==> src/rtl/psc_pkg.sv <==
package psc_pkg;

    typedef enum logic [2:0] {
        ST_POWERUP = 3'd0,
        ST_SLEEP   = 3'd1,
        ST_CHECK   = 3'd2,
        ST_RUN     = 3'd3,
        ST_RECOVER = 3'd4,
        ST_ADJWAIT = 3'd5,
        ST_HALT    = 3'd6
    } psc_state_e;

    function automatic int unsigned psc_max(input int unsigned a, input int unsigned b);
        return (a > b) ? a : b;
    endfunction

endpackage

==> src/rtl/psc_ms_timer.sv <==
module psc_ms_timer #(
    parameter int unsigned W = 12
) (
    input  logic         clk,
    input  logic         rst_n,
    input  logic         run,
    input  logic         tick,
    input  logic [W-1:0] limit,
    output logic         done
);

    logic [W-1:0] cnt_q;

    always_ff @(posedge clk or negedge rst_n) begin
        if (!rst_n) begin
            cnt_q <= '0;
        end else if (!run) begin
            cnt_q <= '0;
        end else if (tick && (cnt_q < limit)) begin
            cnt_q <= cnt_q + 1'b1;
        end
    end

    assign done = run && (cnt_q >= limit);

endmodule

==> src/rtl/psc_oc_count.sv <==
module psc_oc_count #(
    parameter int unsigned CYCLES = 4,
    localparam int unsigned W = $clog2(CYCLES + 1)
) (
    input  logic clk,
    input  logic rst_n,
    input  logic arm,
    input  logic strobe,
    input  logic over,
    output logic trip
);

    localparam logic [W-1:0] LIMIT = W'(CYCLES);

    logic [W-1:0] cnt_q;

    always_ff @(posedge clk or negedge rst_n) begin
        if (!rst_n) begin
            cnt_q <= '0;
        end else if (!arm) begin
            cnt_q <= '0;
        end else if (strobe) begin
            if (!over) begin
                cnt_q <= '0;
            end else if (cnt_q < LIMIT) begin
                cnt_q <= cnt_q + 1'b1;
            end
        end
    end

    assign trip = arm && (cnt_q >= LIMIT);

endmodule

==> src/rtl/prot_sequencer.sv <==
module prot_sequencer
    import psc_pkg::*;
#(
    parameter bit          LATCHED             = 1'b1,
    parameter int unsigned AR_MS               = 4000,
    parameter int unsigned ADJ_WAIT_LATCHED_MS = 4000,
    parameter int unsigned ADJ_WAIT_AUTO_MS    = 1000,
    parameter int unsigned DIM_OFF_MS          = 4000,
    parameter int unsigned OC_CYCLES           = 4
) (
    input  logic clk,
    input  logic rst_n,
    input  logic sup_rst,
    input  logic sup_on,
    input  logic sup_low,
    input  logic sup_ovp,
    input  logic dim_above,
    input  logic dim_above_hys,
    input  logic line_low,
    input  logic therm_hot,
    input  logic imp_done,
    input  logic imp_short,
    input  logic oc_stop,
    input  logic sw_cycle,
    input  logic zcd_short,
    input  logic adj_ovp,
    input  logic ms_tick,
    output logic gate_en,
    output logic sleep,
    output logic imp_start
);

    localparam int unsigned ADJ_MS  = LATCHED ? ADJ_WAIT_LATCHED_MS : ADJ_WAIT_AUTO_MS;
    localparam int unsigned TMR_MAX = psc_max(AR_MS, ADJ_MS);
    localparam int unsigned TW      = $clog2(TMR_MAX + 1);
    localparam int unsigned DW      = $clog2(DIM_OFF_MS + 1);

    psc_state_e state_q, state_d;
    psc_state_e hard_dst;

    logic          wait_run, wait_done;
    logic [TW-1:0] wait_limit;
    logic          dim_run, dim_done, dim_trip;
    logic          oc_trip;
    logic          drop;

    // Destination of supply over-voltage and over-current stop
    generate
        if (LATCHED) begin : g_latch_dst
            assign hard_dst = ST_HALT;
        end else begin : g_auto_dst
            assign hard_dst = ST_RECOVER;
        end
    endgenerate

    // Fault wait timer, shared by RECOVER and ADJWAIT (never adjacent)
    assign wait_run   = (state_q == ST_RECOVER) || (state_q == ST_ADJWAIT);
    assign wait_limit = (state_q == ST_RECOVER) ? TW'(AR_MS) : TW'(ADJ_MS);

    psc_ms_timer #(.W(TW)) u_wait_tmr (
        .clk   (clk),
        .rst_n (rst_n),
        .run   (wait_run),
        .tick  (ms_tick),
        .limit (wait_limit),
        .done  (wait_done)
    );

    // Dim-low timer
    assign dim_run = !dim_above &&
                     ((state_q == ST_CHECK) || (state_q == ST_RUN) || (state_q == ST_HALT));

    psc_ms_timer #(.W(DW)) u_dim_tmr (
        .clk   (clk),
        .rst_n (rst_n),
        .run   (dim_run),
        .tick  (ms_tick),
        .limit (DW'(DIM_OFF_MS)),
        .done  (dim_done)
    );

    assign dim_trip = dim_done && !dim_above;

    // Consecutive over-current cycle counter
    psc_oc_count #(.CYCLES(OC_CYCLES)) u_oc_cnt (
        .clk    (clk),
        .rst_n  (rst_n),
        .arm    (state_q == ST_RUN),
        .strobe (sw_cycle),
        .over   (oc_stop),
        .trip   (oc_trip)
    );

    assign drop = sup_low || line_low || therm_hot;

    // Next-state logic
    always_comb begin
        state_d = state_q;
        unique case (state_q)
            ST_POWERUP: begin
                if (sup_on) state_d = ST_SLEEP;
            end
            ST_SLEEP: begin
                if (sup_on && dim_above_hys && !drop) state_d = ST_CHECK;
            end
            ST_CHECK: begin
                if (drop || dim_trip)  state_d = ST_SLEEP;
                else if (imp_done)     state_d = imp_short ? ST_RECOVER : ST_RUN;
            end
            ST_RUN: begin
                if (drop)                          state_d = ST_SLEEP;
                else if (sup_ovp || oc_trip)       state_d = hard_dst;
                else if (adj_ovp)                  state_d = ST_ADJWAIT;
                else if (zcd_short && dim_above)   state_d = ST_RECOVER;
                else if (dim_trip)                 state_d = ST_SLEEP;
            end
            ST_RECOVER: begin
                if (drop || wait_done) state_d = ST_SLEEP;
            end
            ST_ADJWAIT: begin
                if (drop)           state_d = ST_SLEEP;
                else if (wait_done) state_d = ST_CHECK;
            end
            ST_HALT: begin
                if (sup_low || line_low || dim_trip) state_d = ST_SLEEP;
            end
            default: state_d = ST_POWERUP;
        endcase
        if (sup_rst) state_d = ST_POWERUP;
    end

    // State register
    always_ff @(posedge clk or negedge rst_n) begin
        if (!rst_n) state_q <= ST_POWERUP;
        else        state_q <= state_d;
    end

    // Outputs
    always_comb begin
        gate_en   = 1'b0;
        sleep     = 1'b0;
        imp_start = 1'b0;
        unique case (state_q)
            ST_SLEEP: sleep     = 1'b1;
            ST_CHECK: imp_start = 1'b1;
            ST_RUN:   gate_en   = dim_above;
            default: ;
        endcase
    end

endmodule

==> config.mk <==
export PLATFORM = sky130hd
export DESIGN_NAME = prot_sequencer
export DESIGN_NICKNAME = d
export VERILOG_FILES = /design/src/rtl/psc_pkg.sv /design/src/rtl/psc_ms_timer.sv /design/src/rtl/psc_oc_count.sv /design/src/rtl/prot_sequencer.sv
export SDC_FILE = /design/constraint.sdc
export NUM_CORES = 1
export LEC_CHECK = 0
export BUFFER_PORTS_ARGS = -buffer_cell sky130_fd_sc_hd__buf_2
export CELL_PAD_IN_SITES_DETAIL_PLACEMENT = 1
export CELL_PAD_IN_SITES_GLOBAL_PLACEMENT = 2
export CORE_ASPECT_RATIO = 1.2
export CORE_MARGIN = 8
export CORE_UTILIZATION = 30
export DETAILED_ROUTE_END_ITERATION = 16
export PLACE_DENSITY = 0.71
export SLEW_MARGIN = 0
export SYNTH_ARGS = -nofsm -noshare
export SYNTH_HDL_FRONTEND = slang
export SYNTH_SLANG_ARGS = --single-unit
==> constraint.sdc <==
create_clock -name clk -period 2 [get_ports clk]
set_input_delay 0.4 -clock clk [delete_from_list [all_inputs] [get_ports clk]]
set_output_delay 0.4 -clock clk [all_outputs]
set_load 0.005 [all_outputs]
-- Yosys cells after proc, flatten, opt, wreduce, memory -nomap -nowiden
Index checks and enable logic that the tools add are counted.
W data, S select, Z words.
- add/subtract/negate cells: 3
- $lt $le $gt $ge: 6
- equal/unequal tests: 17
- multiplexer cells: 27
- reductions and logical operators: 24
- operators with widths (operator ; count):
    $mux W3 ; 19
    $mux W12 ; 4
    $add A12 B1 Y12 const B ; 2
    $ge A12 B12 Y1 const B ; 2
    $lt A12 B12 Y1 const B ; 2
    $pmux W3 S7 ; 1
    $logic_and A1 B1 Y1 ; 10
    $eq A3 B3 Y1 const B ; 3
    $logic_or A1 B1 Y1 ; 9
    $ne A3 B3 Y1 const B ; 3
    $ne A7 B7 Y1 const B ; 1
    $reduce_and A7 Y1 ; 1
    $eq A3 B2 Y1 const B ; 2
    $ne A2 B2 Y1 const B ; 3
    $ne A3 B2 Y1 const B ; 2
    $ne A4 B3 Y1 const B ; 1
    $ne A4 B4 Y1 const B ; 1
    $add A3 B1 Y3 const B ; 1
    $eq A3 B1 Y1 const B ; 1
    $ge A3 B3 Y1 const B ; 1
    $logic_not A3 Y1 ; 1
    $lt A3 B3 Y1 const B ; 1
    $mux W1 ; 3
    $logic_not A1 Y1 ; 2
    $reduce_and A2 Y1 ; 1
- register bits after elaboration: 30
- input bits: 17

-- Depth between registers and ports, before layout
Gate-level depths: netlist of run 1.
- depth in word-level cells: 13
- mapped depth: 6
- depth with buffers taken out: 5

-- By module
From an unflattened synthesis of run 1, not the netlist that was laid out.
- cells, all modules: 297
- area, all modules: 2727.6 sq um
- by module, submodules not included (module ; times used ; cells each ; area an instance (sq um) ; sequential area each (sq um)):
    psc_ms_timer ; 2 ; 115 ; 1077.3 ; 300.3
    prot_sequencer ; 1 ; 50 ; 402.9 ; 75.1
    psc_oc_count ; 1 ; 17 ; 170.2 ; 75.1

-- Worst setup path after synthesis of run 1
Ideal clock, no wire load.
- kind: reg2reg
- start: reg u_dim_tmr.cnt_q[6]
- end: reg state_q[2]
- library setup time: 0.125 ns
- arrival time: 1.563 ns
- data required time: 1.875 ns
- slack: 0.312 ns
- stages on the path, launching flop included: 5
- period minus slack after synthesis: 1.688 ns
- cells stage by stage: dfrtp_1 o2111ai_2 or4b_4 a21oi_2 mux2_4
- cells in the longest elaborated chain, start to end: 7
- RTL lines (item ; RTL line ; text):
    from (decl) ; psc_ms_timer.sv:12 ; logic [W-1:0] cnt_q;
    from (signal assigned) ; psc_ms_timer.sv:20 ; cnt_q <= cnt_q + 1'b1;
    $ge A12 B12 Y1 * ; psc_ms_timer.sv:24 ; assign done = run && (cnt_q >= limit);
    $logic_and A1 B1 Y1 * ; psc_ms_timer.sv:24 ;
    $logic_and A1 B1 Y1 * ; prot_sequencer.sv:82 ; assign dim_trip = dim_done && !dim_above;
    $logic_or A1 B1 Y1 ; prot_sequencer.sv:107 ; if (drop || dim_trip) state_d = ST_SLEEP;
    $mux W3 ; prot_sequencer.sv:107 ;
    $pmux W3 S7 ; prot_sequencer.sv:99 ; unique case (state_q)
    $mux W3 ; prot_sequencer.sv:129 ; if (sup_rst) state_d = ST_POWERUP;
    to (signal assigned) ; prot_sequencer.sv:135 ; else state_q <= state_d;
    to (decl) ; prot_sequencer.sv:38 ; psc_state_e state_q, state_d;
Every way passes the cells marked *; elsewhere a longest branch is shown, timed or not.
A chain may end at the register's enable or synchronous reset.

-- Worst setup path after layout of run 1
- start: reg state_q[0]
- end: out sleep
- cells in the longest elaborated chain, start to end: 2
- RTL lines (item ; RTL line ; text):
    $eq A3 B1 Y1 ; prot_sequencer.sv:143 ; unique case (state_q)
    $mux W1 ; prot_sequencer.sv:143 ;
    to (decl) ; prot_sequencer.sv:29 ; output logic sleep,
No other way between the ends.

==> flow_summary.json, run 1 <==
{
  "dp.cells": 299,
  "max_slew_margin": 0.540,
  "p_int_uw": 982,
  "synth.most_common_cell": "nor2_1",
  "firstDrtPassIters": 4,
  "gr-usage-all-layers": 0.107,
  "grt_first_pass_wirelength_um": 7430,
  "finalMaxSlewViolations": 0,
  "final_net_count": 248,
  "finClkSkew_ps": 6.72,
  "cts_root_buffer": "clkbuf_8",
  "max-vdd-ir-drop_v": 0.000204,
  "dr_wl_met2_um": 1980,
  "rsz0062_at_grt": "no",
  "design_area_um2": 2090,
  "clkSinkCount": 30,
  "critical_path.max_fanout": 11,
  "worst_slew_pin_slew_ps": 690,
  "outcome": "complete, no violations",
  "crit_chain": "inv_1, buf_4, nor3_1, buf_2",
  "ctsHoldBuffers": 0,
  "synth-async-reset-ratio": 1.00,
  "critPathKind": "flip-flop to output pin",
  "yosysTopAreaCellShare": 0.426,
  "htree_levels": 2,
  "power.total_uw": 1370,
  "core-area_um2": 5670,
  "drv_cap": 0,
  "met1Wirelength_um": 2050,
  "netlist_instances": 195,
  "fp.dieW_um": 86.0,
  "crit_path_top_delay_cell": "dfrtp_1",
  "wl_um": 4290,
  "reg2reg_slack_ps": 240,
  "power_frac_seq": 0.477,
  "synth_fp_nets": 217,
  "cpPeakStageDelay_ps": 570,
  "cts_setup_buffers": 0,
  "synth_edf_count": 0,
  "dp_hpwl_um": 3230,
  "leakage_uw": 0.000830,
  "synthFlopType": "dfrtp_1",
  "cp_num_buf_inv": 3,
  "diodes": 0,
  "vias": 1486,
  "placed_area_um2": 2010,
  "cp-end-kind": "output pin",
  "drive_above_1_share": 0.186,
  "switching_share": 0.284,
  "p_sw_uw": 389,
  "vias_per_cell": 4.86,
  "crit_arrival_ps": 1410,
  "cp-start-kind": "flip-flop",
  "remaining_drc_errors": 0,
  "hold_violations": 0,
  "grt_antenna_before_repair": 0,
  "hp-class": "input port to async pin",
  "final.setup.tns_ps": 0,
  "numCtsBuffers": 5,
  "gp_congestion": 0.719,
  "die_h_um": 99.9,
  "yosysTopAreaCell": "dfrtp_1",
  "die-area_um2": 8590,
  "instances_no_fill": 306,
  "avgSynthCellArea_um2": 9.03,
  "netlist_area_um2": 1760,
  "grt_overflow_total": 0,
  "fp-row-count": 30,
  "drt_iter0_markers": 31,
  "timing.hold.ws_ps": 169,
  "fill_cells": 695,
  "clock_latency_ps": 280,
  "ys_seq_area_frac": 0.426,
  "first_global_vias": 1544,
  "power_frac_comb": 0.193,
  "synth.area.top_cells": "dfrtp_1, nor2_1, xor2_1, xnor2_1, ha_1",
  "post_cts_resize_count": 0,
  "cts_tree": "built",
  "ys_types": 38,
  "post-route-period-util": 0.904,
  "synth-seq-cells": 30,
  "top_layer": "met4",
  "areaGrowthSynthToFinish_pct": 18.5,
  "powerDensity_nw_per_um2": 656,
  "antenna_left": 0,
  "clkTransAtPathRegs_ps": 60,
  "clockBufferDepth": 2,
  "wire_per_inst_um": 14.0,
  "min_period_ps": 1810,
  "finalSetupViolations": 0,
  "critPathTopFamily": "flip-flops",
  "initial_core_util": 0.311,
  "synthTopCellsByCount": "nor2_1, dfrtp_1, a21oi_1",
  "grt_start_max_net_pins": 31,
  "power_frac_clock": 0.330,
  "yosys_warnings": 0,
  "fmaxAchievable_ghz": 0.553,
  "required_ps": 1600,
  "io_buffers": 19,
  "io_pins": 20,
  "met3_wirelength_um": 189
}
[final cells by class]
cell class	instances	area, um^2	share of cell area
multi-input combinational	152	961	0.460
sequential	30	751	0.359
timing repair buffer	29	170	0.0815
tap	80	100	0.0479
clock buffer	7	76.3	0.0365
inverter	8	30.0	0.0144
[per-stage QoR]
step / util / setup WS (ps)
2_1_floorplan: - / 312
3_3_place_gp: 0.355 / 170
3_5_place_dp: 0.355 / 170
4_1_cts: 0.368 / 172
5_1_grt: 0.368 / 51.9
6_report: 0.368 / 191
[placed cells by master (no fill, tap or decap), types with 2 or more instances in the layout]
master	netlist	layout
o21a_1	2	2
o2111ai_1	2	2
ha_1	5	5
or3_1	3	3
xor2_1	10	10
a21oi_1	11	11
and3_1	3	3
a31oi_1	2	2
buf_2	0	19
nor4_1	2	2
clkbuf_1	4	2
buf_4	0	10
nand2_1	10	10
dfrtp_1	30	30
inv_1	8	8
xnor2_1	8	8
nand3_1	6	6
nor2b_1	8	8
a21oi_2	2	2
nand2b_1	5	5
clkbuf_8	0	5
nand4_1	10	10
o21ai_0	6	6
nor3_1	9	9
nor2_1	31	31
o211ai_1	3	3
[power groups by stage]
stage                     Combinational (uW)  Clock [uW]  Sequential, uW
after floorplan                          160           0             643
after global placement                   270           0             668
after detailed placement                 270           0             666
after CTS                                271         477             654
after global routing                     297         494             658
final                                    264         452             654
[cells by family (layout without fill, tap and decap cells)]
kind of cell	count (synthesis)	in the layout	synth area share
compound gates	36	36	0.143
buf+inv	13	44	0.0284
fa+ha+maj	5	5	0.0355
xor+xnor	18	18	0.0895
simple gates	91	91	0.262
mux	2	2	0.0149
flops	30	30	0.426
[layer usage]
layer	up-vias	GRT usage
met5	-	0
met4	0	0.0446
met3	7	0.0294
met2	24	0.171
met1	709	0.132
li1	746	-
[path summary, 6_finish.rpt]
check                                startpoint              endpoint  cells after the start
hold / removal                            rst_n    u_dim_tmr.cnt_q[0]                      1
max in group asynchronous                 rst_n            state_q[1]                      1
hold reg to reg            u_wait_tmr.cnt_q[11]  u_wait_tmr.cnt_q[11]                      2
min in group clk                        oc_stop     u_oc_cnt.cnt_q[1]                      3
setup / recovery                     state_q[0]                 sleep                      4
setup reg to reg                     state_q[0]            state_q[2]                      5
[flip-flops by register name (all words and copies together), names as in the netlist]
register and flops:
u_wait_tmr.cnt_q 12, state_q 3, u_oc_cnt.cnt_q 3, u_dim_tmr.cnt_q 12
No activity file was read; power rests on OpenSTA's default activity.
==> inputs of run 2 (changes only) <==
--- a/config.mk
+++ b/config.mk
@@ -10,9 +10,9 @@
 export CELL_PAD_IN_SITES_GLOBAL_PLACEMENT = 2
 export CORE_ASPECT_RATIO = 1.2
 export CORE_MARGIN = 8
-export CORE_UTILIZATION = 30
+export CORE_UTILIZATION = 36
 export DETAILED_ROUTE_END_ITERATION = 16
-export PLACE_DENSITY = 0.71
+export PLACE_DENSITY = 0.82
 export SLEW_MARGIN = 0
 export SYNTH_ARGS = -nofsm -noshare
 export SYNTH_HDL_FRONTEND = slang
==> flow_summary.json, run 2 (same netlist as run 1, synthesis figures left out) <==
{
  "fp.dieW_um": 79.9,
  "crit_start": "state_q[0]",
  "hold_violations": 0,
  "grt_antenna_before_repair": 0,
  "final_net_count": 247,
  "largestRegisters": "u_dim_tmr.cnt_q: 12 flops, u_wait_tmr.cnt_q: 12 flops",
  "diodes": 0,
  "crit_end": "sleep",
  "htree_levels": 2,
  "dp_hpwl_um": 3230,
  "grt_start_max_net_pins": 31,
  "reg2reg_slack_ps": 160,
  "final_common_cell": "nor2_1",
  "leakage_uw": 0.000857,
  "core-area_um2": 4830,
  "final.setup.tns_ps": 0,
  "drv_cap": 0,
  "areaGrowthSynthToFinish_pct": 20.5,
  "ctsHoldBuffers": 0,
  "outcome": "complete, no violations",
  "post-route-period-util": 0.922,
  "initial_core_util": 0.364,
  "gp_congestion": 0.790,
  "required_ps": 1600,
  "worst_slew_pin_slew_ps": 702,
  "post_cts_resize_count": 0,
  "first_global_vias": 1647,
  "fmaxAchievable_ghz": 0.543,
  "powerDensity_nw_per_um2": 787,
  "clock_latency_ps": 290,
  "cp-end-kind": "output pin",
  "r2r_cells": 5,
  "drive_above_1_share": 0.195,
  "critPathKind": "flip-flop to output pin",
  "grt_overflow_total": 0,
  "io_pins": 20,
  "die-area_um2": 7400,
  "gr-usage-all-layers": 0.131,
  "firstDrtPassIters": 4,
  "wl_um": 4370,
  "r2r-end": "state_q[2]",
  "clockBufferDepth": 2,
  "timing.rr.start": "state_q[0]",
  "cp-start-kind": "flip-flop",
  "cts_tree": "built",
  "cts_root_buffer": "clkbuf_8",
  "vias_per_cell": 5.32,
  "clkTransAtPathRegs_ps": 70,
  "antenna_left": 0,
  "max-vdd-ir-drop_v": 0.000408,
  "hp-class": "input port to async pin",
  "drt_iter0_markers": 34,
  "max_slew_margin": 0.532,
  "finClkSkew_ps": 6.05,
  "clkSinkCount": 30,
  "die_h_um": 92.6,
  "vias": 1521,
  "wire_per_inst_um": 15.3,
  "power.total_uw": 1670,
  "grt_first_pass_wirelength_um": 7570,
  "remaining_drc_errors": 0,
  "fp-row-count": 28,
  "io_buffers": 19,
  "finalSetupViolations": 0,
  "crit_arrival_ps": 1440,
  "cts_setup_buffers": 0,
  "numCtsBuffers": 5,
  "critical_path.max_fanout": 15,
  "finalMaxSlewViolations": 0,
  "final_cell_mix": "nor2_1, dfrtp_1, buf_2",
  "min_period_ps": 1840,
  "rsz0062_at_grt": "no"
}
run 2: cell types whose count changed in the layout (fill, tap and decap cells not counted):
cell       delta
clkbuf_8      +1
bufinv_16     +2
buf_4         -1
clkbuf_1      -2
run 2: how the worst min path moves through the flow:
stage                      from                  end  slack, ps  cells past startpoint
final                     rst_n    u_oc_cnt.cnt_q[1]        150                      1
after global routing      rst_n  u_dim_tmr.cnt_q[11]        210                      1
after CTS                 rst_n  u_dim_tmr.cnt_q[11]        170                      1
after detailed placement  rst_n    u_oc_cnt.cnt_q[1]        480                      1
after global placement    rst_n    u_oc_cnt.cnt_q[0]        480                      1
after floorplan           rst_n           state_q[0]        100                      0
run 2: power by group:
group | switching (uW) | internal, uW | total, uW
clock network | 240 | 531 | 771
registers | 46.0 | 620 | 666
logic | 125 | 108 | 233
run 2: final cells by class:
type / instances / area, um^2
Inverter: 8 / 30.0
Fill cell: 581 / 2710
Tap cell: 60 / 75.1
Sequential cell: 30 / 751
Clock buffer: 6 / 82.6
Multi-Input combinational cell: 152 / 961
Clock inverter: 2 / 60.1
Timing Repair Buffer: 28 / 163
run 2: through the flow:
stage | instance area (um^2) | setup WS (ps) | cells | utilization | hold WS, ps
floorplan | 1760 | 312 | 195 | - | 104
detailed placement | 1980 | 81.1 | 278 | 0.409 | 483
global placement | 1980 | 106 | 278 | 0.409 | 484
finish | 2120 | 157 | 286 | 0.439 | 153
global route | 2120 | 22.5 | 286 | 0.439 | 212
CTS | 2120 | 127 | 286 | 0.439 | 172
run 2: worst max-delay path, cell delays in order (launching register included):
cell,delay (ps)
dfrtp_1,630
inv_1,110
buf_4,160
nor3_1,110
buf_2,140
run 2: layer usage:
metal / up-vias / part of all wire / global-route usage
li1: 743 / - / -
met1: 757 / 0.42 / 0.136
met2: 15 / 0.54 / 0.242
met3: 6 / 0.028 / 0.0339
met4: 0 / 0.017 / 0.0547
met5: - / 0 / 0
